==> config.mk <==
export PLATFORM = sky130hd
export DESIGN_NAME = sv_trapval
export DESIGN_NICKNAME = d
export VERILOG_FILES = /design/src/rtl/sv_trapval_pkg.sv /design/src/rtl/tv_rst_sync.sv /design/src/rtl/tv_class_decode.sv /design/src/rtl/tv_value_select.sv /design/src/rtl/tv_store.sv /design/src/rtl/sv_trapval.sv
export SDC_FILE = /design/constraint.sdc
export NUM_CORES = 1
export LEC_CHECK = 0
export CAP_MARGIN = 0
export CORE_AREA = 5 5 161 163
export DETAILED_ROUTE_END_ITERATION = 8
export DIE_AREA = 0 0 166 168
export DONT_BUFFER_PORTS = 1
export PLACE_DENSITY = 0.46
export SLEW_MARGIN = 20
export SYNTH_ARGS = -nofsm -noshare
export SYNTH_HDL_FRONTEND = slang
export SYNTH_SLANG_ARGS = --single-unit
==> constraint.sdc <==
create_clock -name clk -period 6.9 [get_ports clk]
set_clock_uncertainty 0.1 [all_clocks]
set_input_delay 0.69 -clock clk [delete_from_list [all_inputs] [get_ports clk]]
set_output_delay 0.69 -clock clk [all_outputs]
set_load 0.01 [all_outputs]
==> src/rtl/sv_trapval_pkg.sv <==
package sv_trapval_pkg;

  localparam int unsigned CAUSE_FETCH_MISAL = 0;
  localparam int unsigned CAUSE_FETCH_ACC   = 1;
  localparam int unsigned CAUSE_ILLEGAL     = 2;
  localparam int unsigned CAUSE_BREAK       = 3;
  localparam int unsigned CAUSE_LOAD_MISAL  = 4;
  localparam int unsigned CAUSE_LOAD_ACC    = 5;
  localparam int unsigned CAUSE_STORE_MISAL = 6;
  localparam int unsigned CAUSE_STORE_ACC   = 7;
  localparam int unsigned CAUSE_FETCH_PAGE  = 12;
  localparam int unsigned CAUSE_LOAD_PAGE   = 13;
  localparam int unsigned CAUSE_STORE_PAGE  = 15;

  // Class of value captured on a trap
  typedef enum logic [1:0] {
    TV_ZERO = 2'd0,  // write zero
    TV_ADDR = 2'd1,  // base faulting address
    TV_PART = 2'd2,  // faulting-part address when split
    TV_INSN = 2'd3   // instruction bits
  } tv_class_e;

endpackage

==> src/rtl/tv_rst_sync.sv <==
module tv_rst_sync (
  input  logic clk,
  input  logic rst_n,
  output logic rst_sync_n
);

  logic stage1_q;
  logic stage2_q;

  always_ff @(posedge clk or negedge rst_n) begin
    if (!rst_n) begin
      stage1_q <= 1'b0;
      stage2_q <= 1'b0;
    end else begin
      stage1_q <= 1'b1;
      stage2_q <= stage1_q;
    end
  end

  assign rst_sync_n = stage2_q;

endmodule

==> src/rtl/tv_class_decode.sv <==
module tv_class_decode
  import sv_trapval_pkg::*;
#(
  parameter int unsigned CAUSE_W   = 5,
  parameter logic [(2**CAUSE_W)-1:0] ZERO_MASK = '0
) (
  input  logic [CAUSE_W-1:0] cause_i,
  output tv_class_e          class_o
);

  tv_class_e base_class;

  always_comb begin
    case (int'(cause_i))
      CAUSE_FETCH_MISAL,
      CAUSE_BREAK,
      CAUSE_LOAD_MISAL,
      CAUSE_STORE_MISAL: base_class = TV_ADDR;
      CAUSE_FETCH_ACC,
      CAUSE_LOAD_ACC,
      CAUSE_STORE_ACC,
      CAUSE_FETCH_PAGE,
      CAUSE_LOAD_PAGE,
      CAUSE_STORE_PAGE:  base_class = TV_PART;
      CAUSE_ILLEGAL:     base_class = TV_INSN;
      default:           base_class = TV_ZERO;
    endcase
  end

  // Platform mask overrides the class
  always_comb begin
    if (ZERO_MASK[cause_i]) class_o = TV_ZERO;
    else                    class_o = base_class;
  end

endmodule

==> src/rtl/tv_value_select.sv <==
module tv_value_select
  import sv_trapval_pkg::*;
#(
  parameter int unsigned XLEN         = 64,
  parameter int unsigned ILEN         = 32,
  parameter bit          INSN_CAPTURE = 1'b1
) (
  input  tv_class_e        class_i,
  input  logic             split_i,
  input  logic [XLEN-1:0]  fault_va_i,
  input  logic [XLEN-1:0]  part_va_i,
  input  logic [ILEN-1:0]  insn_i,
  output logic [XLEN-1:0]  value_o
);

  localparam int unsigned PAD_W = XLEN - ILEN;

  logic [XLEN-1:0] insn_val;

  generate
    if (INSN_CAPTURE) begin : g_insn_on
      assign insn_val = {{PAD_W{1'b0}}, insn_i};
    end else begin : g_insn_off
      assign insn_val = '0;
    end
  endgenerate

  always_comb begin
    case (class_i)
      TV_ADDR: value_o = fault_va_i;
      TV_PART: value_o = split_i ? part_va_i : fault_va_i;
      TV_INSN: value_o = insn_val;
      default: value_o = '0;
    endcase
  end

endmodule

==> src/rtl/tv_store.sv <==
module tv_store #(
  parameter int unsigned XLEN = 64
) (
  input  logic             clk,
  input  logic             rst_n,
  input  logic             trap_i,
  input  logic [XLEN-1:0]  trap_val_i,
  input  logic [XLEN-1:0]  pc_i,
  input  logic             sw_we_i,
  input  logic [XLEN-1:0]  sw_wdata_i,
  output logic [XLEN-1:0]  tval_o,
  output logic [XLEN-1:0]  epc_o
);

  logic [XLEN-1:0] tval_q, tval_d;
  logic [XLEN-1:0] epc_q,  epc_d;
  logic            tval_en;
  logic            epc_en;

  always_comb begin
    tval_en = trap_i | sw_we_i;
    tval_d  = trap_i ? trap_val_i : sw_wdata_i;  // trap has priority
    epc_en  = trap_i;
    epc_d   = pc_i;
  end

  always_ff @(posedge clk or negedge rst_n) begin
    if (!rst_n) begin
      tval_q <= '0;
      epc_q  <= '0;
    end else begin
      if (tval_en) tval_q <= tval_d;
      if (epc_en)  epc_q  <= epc_d;
    end
  end

  assign tval_o = tval_q;
  assign epc_o  = epc_q;

endmodule

==> src/rtl/sv_trapval.sv <==
module sv_trapval
  import sv_trapval_pkg::*;
#(
  parameter int unsigned XLEN         = 64,
  parameter int unsigned ILEN         = 32,
  parameter int unsigned CAUSE_W      = 5,
  parameter bit          INSN_CAPTURE = 1'b1,
  parameter logic [(2**CAUSE_W)-1:0] ZERO_MASK = '0
) (
  input  logic               clk,
  input  logic               rst_n,
  input  logic               trap_i,
  input  logic [CAUSE_W-1:0] cause_i,
  input  logic [XLEN-1:0]    fault_va_i,
  input  logic               split_i,
  input  logic [XLEN-1:0]    part_va_i,
  input  logic [ILEN-1:0]    insn_i,
  input  logic [XLEN-1:0]    pc_i,
  input  logic               sw_we_i,
  input  logic [XLEN-1:0]    sw_wdata_i,
  output logic [XLEN-1:0]    tval_o,
  output logic [XLEN-1:0]    epc_o
);

  logic            rst_sync_n;
  tv_class_e       cap_class;
  logic [XLEN-1:0] cap_value;

  tv_rst_sync u_rst_sync (
    .clk        (clk),
    .rst_n      (rst_n),
    .rst_sync_n (rst_sync_n)
  );

  tv_class_decode #(
    .CAUSE_W   (CAUSE_W),
    .ZERO_MASK (ZERO_MASK)
  ) u_decode (
    .cause_i (cause_i),
    .class_o (cap_class)
  );

  tv_value_select #(
    .XLEN         (XLEN),
    .ILEN         (ILEN),
    .INSN_CAPTURE (INSN_CAPTURE)
  ) u_select (
    .class_i    (cap_class),
    .split_i    (split_i),
    .fault_va_i (fault_va_i),
    .part_va_i  (part_va_i),
    .insn_i     (insn_i),
    .value_o    (cap_value)
  );

  tv_store #(
    .XLEN (XLEN)
  ) u_store (
    .clk        (clk),
    .rst_n      (rst_sync_n),
    .trap_i     (trap_i),
    .trap_val_i (cap_value),
    .pc_i       (pc_i),
    .sw_we_i    (sw_we_i),
    .sw_wdata_i (sw_wdata_i),
    .tval_o     (tval_o),
    .epc_o      (epc_o)
  );

endmodule

==> results by group <==
Floorplanning
  • CORE AREA: ~24,000 sq um
  • Die Ht: 168 um
  • Num rows: 57
  • Num ports: 426
  • DIE WIDTH: about 170 um
  • Area of the die: about 28,000 sq um
  • Initial core utilization: 0.308

Clock network
  • Cts bufs inserted: 17
  • CTS tree: yes
  • Htree depth: 4
  • CTS clock-pin slew for the worst setup and hold paths: 0.07 ns
  • Post-CTS sizing: 0
  • Clk sinks: 130
  • Root Buffer: clkbuf_16
  • Worst-Skew Late Latency: 0.41 ns
  • Postcts setup bufs: 0
  • Clock buffer depth: 2

Synthesis
  • Ys Warns: 0
  • Library cells used by synthesis: 27
  • Register area share after synthesis: 0.437
  • Mapped Area: around 7500 sq um
  • Synth area leader: dfrtp_1
  • #FFs+latches synth: 130
  • Syn Inst Count: ~760
  • Net Count, Synth: roughly 1,100
  • Post-Synthesis Mean Instance Area: roughly 9.8 sq um
  • Top cell type's share of synthesized area: 0.437
  • Top cells by area, synth: dfrtp_1 (44%), mux2_2 (9.8%), nand2_1 (4.9%)

Critical path
  • CP Data Required Time: about 7.0 ns
  • Crit Path Max Fanout: between 60 and 70
  • CP arrival: between 3 and 4 ns
  • CP startpoint kind: input port
  • Setup crit end kind: flop
  • Worst Setup Path Type: input port to flop

Timing
  • Fin crit period: approximately 3.1 ns
  • Final Hold Vio Count: 0
  • Least-Margin Pin Slew: 1.01 ns
  • Setup TNS: 0 ns
  • RSZ-0062 raised after global routing: false
  • Final cycle utilization of the critical path: 0.448
  • Max Transition Viols Final: 0
  • FMAX: 323 MHz
  • Slew Limit Headroom: 0.324
  • Final WS setup: about 3.8 ns
  • Setup-failing EPs final: 0

Placed design
  • Port bufs: 0
  • Placer Congestion: between 0.8 and 0.9
  • Placed Cells: 1,019
  • Final HPWL from detailed placement: about 19,000 um
  • Post-Place Setup Slack: 3.39 ns

Job
  • Max-cap violations: 0

Power
  • Sw Share: 0.314
  • VDD IR max: just under 0.1 mV
  • P_leak: roughly 3.5 nW
  • Switching power: 0.000666 W
  • Int Pwr: 0.00145 W
  • Clock power frac: 0.424
  • Reg power frac: 0.451
  • Total Power: about 0.0021 W
  • Pwr dens: approximately 260 nW/um^2
  • Logic pwr share: 0.125

GRT
  • Initial antenna violation count: 2
  • Global route total overflow: 0
  • Vias in the first global route: roughly 6,300
  • GR Util All Layers: 0.181
  • First-pass GRT wire length: 40,200 um
  • Largest net degree at the start of global routing: a little under 200

Min path
  • Worst min path class: flop to asynchronous set/reset pin

Route
  • Final ANT Viol Nets: 0
  • Via/cell ratio: about 5.7
  • DR iter-0 viols: 436
  • WL per Instance: ~25 um
  • Final WL: ~27,000 um
  • 1st-pass router iterations: 5
  • Residual DRC: 0
  • Total number of vias: ~6,000

Final layout
  • Commonest non-fill, non-tap cell in the layout: dfrtp_1
  • Final nets: just over 1,000
  • Final Non-Filler Cells: between 1,000 and 1,500
  • Area of the multi-input gates: a little under 4000 sq um
  • Most frequent cells in the layout: dfrtp_1 (129), nand2_1 (98), mux2_2 (64), nor2_1 (64)
  • Share of layout cells above drive strength 1: 0.188
  • P&R area growth vs syn: 10.4%
  • Filler cells: 2,447
  • Storage element area: roughly 3300 sq um

Outcome
  • Run status: completed
-- synth_stat cells (all sizes together) --
| cell | instances |
|---|---|
| conb | 1 |
| and3 | 32 |
| buf | 23 |
| nand2 | 98 |
| ha | 2 |
| o21ai | 32 |
| a211o | 1 |
| or3 | 32 |
| a31oi | 1 |
| nor2b | 32 |
| a41oi | 32 |
| nor2 | 65 |
| mux2i | 33 |
| clkbuf | 50 |
| o21ba | 1 |
| o2111ai | 32 |
| nand2b | 2 |
| mux2 | 65 |
| a21oi | 33 |
| inv | 3 |
| dfrtp | 130 |
| o21bai | 32 |
| o211ai | 32 |
-- cell type report --
class,count,share of cell area
sequential,130,0.396
clock inverter,14,0.0172
timing repair buffer,6,0.00821
clock buffer,18,0.0534
antenna,3,0.000912
multi-input combinational,558,0.474
tap,324,0.0493
inverter,3,0.00167
-- worst max-delay path, stage by stage --
cell and delay, ns:
inv_1 0.02, ha_1 0.28, o21ba_2 0.23, a31oi_4 0.13, buf_4 0.65, mux2_4 0.96
o211ai_1 0.21
-- cell families (layout without fill, tap and decap cells) --
| logic type | count (synthesis) | count (layout) | synth area share |
|---|---|---|---|
| mux | 98 | 98 | 0.143 |
| compound gates | 196 | 196 | 0.206 |
| simple gates | 261 | 261 | 0.164 |
| other cells | 1 | 4 | 0.000503 |
| flops | 130 | 130 | 0.437 |
| fa+ha+maj | 2 | 2 | 0.00336 |
| buf+inv | 76 | 41 | 0.0470 |
-- repair_timing --
action,in CTS,in global routing
hold buffers,1,0
endpoints found under the setup margin,0,0
hold endpoints to repair,2,0
-- path summary, 6_finish.rpt --
| path | from | endpoint | slack, ns | cells past startpoint |
|---|---|---|---|---|
| max | cause_i[0] | u_store.tval_o[1] | 3.81 | 7 |
| max in group asynchronous | u_rst_sync.rst_sync_n | u_store.tval_o[21] | 5.52 | 1 |
| min | u_rst_sync.rst_sync_n | u_store.epc_o[38] | 0.16 | 0 |
| min reg2reg | u_rst_sync.rst_sync_n | u_store.epc_o[38] | 0.16 | 0 |
| max reg2reg | u_rst_sync.rst_sync_n | u_store.tval_o[21] | 5.52 | 1 |
| min in group clk | u_rst_sync.stage1_q | u_rst_sync.rst_sync_n | 0.25 | 0 |
-- metal layers --
metal / vias to the layer above / track usage / routed length [um]
li1: 2679 / - / -
met1: 2982 / 0.208 / 9920
met2: 355 / 0.306 / 13300
met3: 28 / 0.0790 / 2870
met4: 0 / 0.0567 / 604
met5: - / 0 / 0
-- through the flow --
step	hold slack, ns	utilization	instance area, sq um
finish	0.161	0.340	8230
global route	0.199	0.340	8230
global placement	0.237	0.314	7600
CTS	0.259	0.339	8190
floorplan	0.231	-	7450
detailed placement	0.236	0.314	7600
-- power by group through the flow --
| stage | registers [W] | clock network [W] | logic, W |
|---|---|---|---|
| 2_1_floorplan | 0.000946 | 0 | 0.000239 |
| 3_3_place_gp | 0.000977 | 0 | 0.000249 |
| 3_5_place_dp | 0.000975 | 0 | 0.000260 |
| 4_1_cts | 0.000964 | 0.000926 | 0.000261 |
| 5_1_grt | 0.000965 | 0.000961 | 0.000297 |
| 6_report | 0.000955 | 0.000898 | 0.000266 |
-- state kept, by name, summed over array words and instances (netlist names) --
| name | cells |
|---|---|
| u_store.tval_o | 64 |
| u_store.epc_o | 64 |
| u_rst_sync.rst_sync_n | 1 |
| u_rst_sync.stage1_q | 1 |
Note: power is estimated with default switching activity, not from simulation.
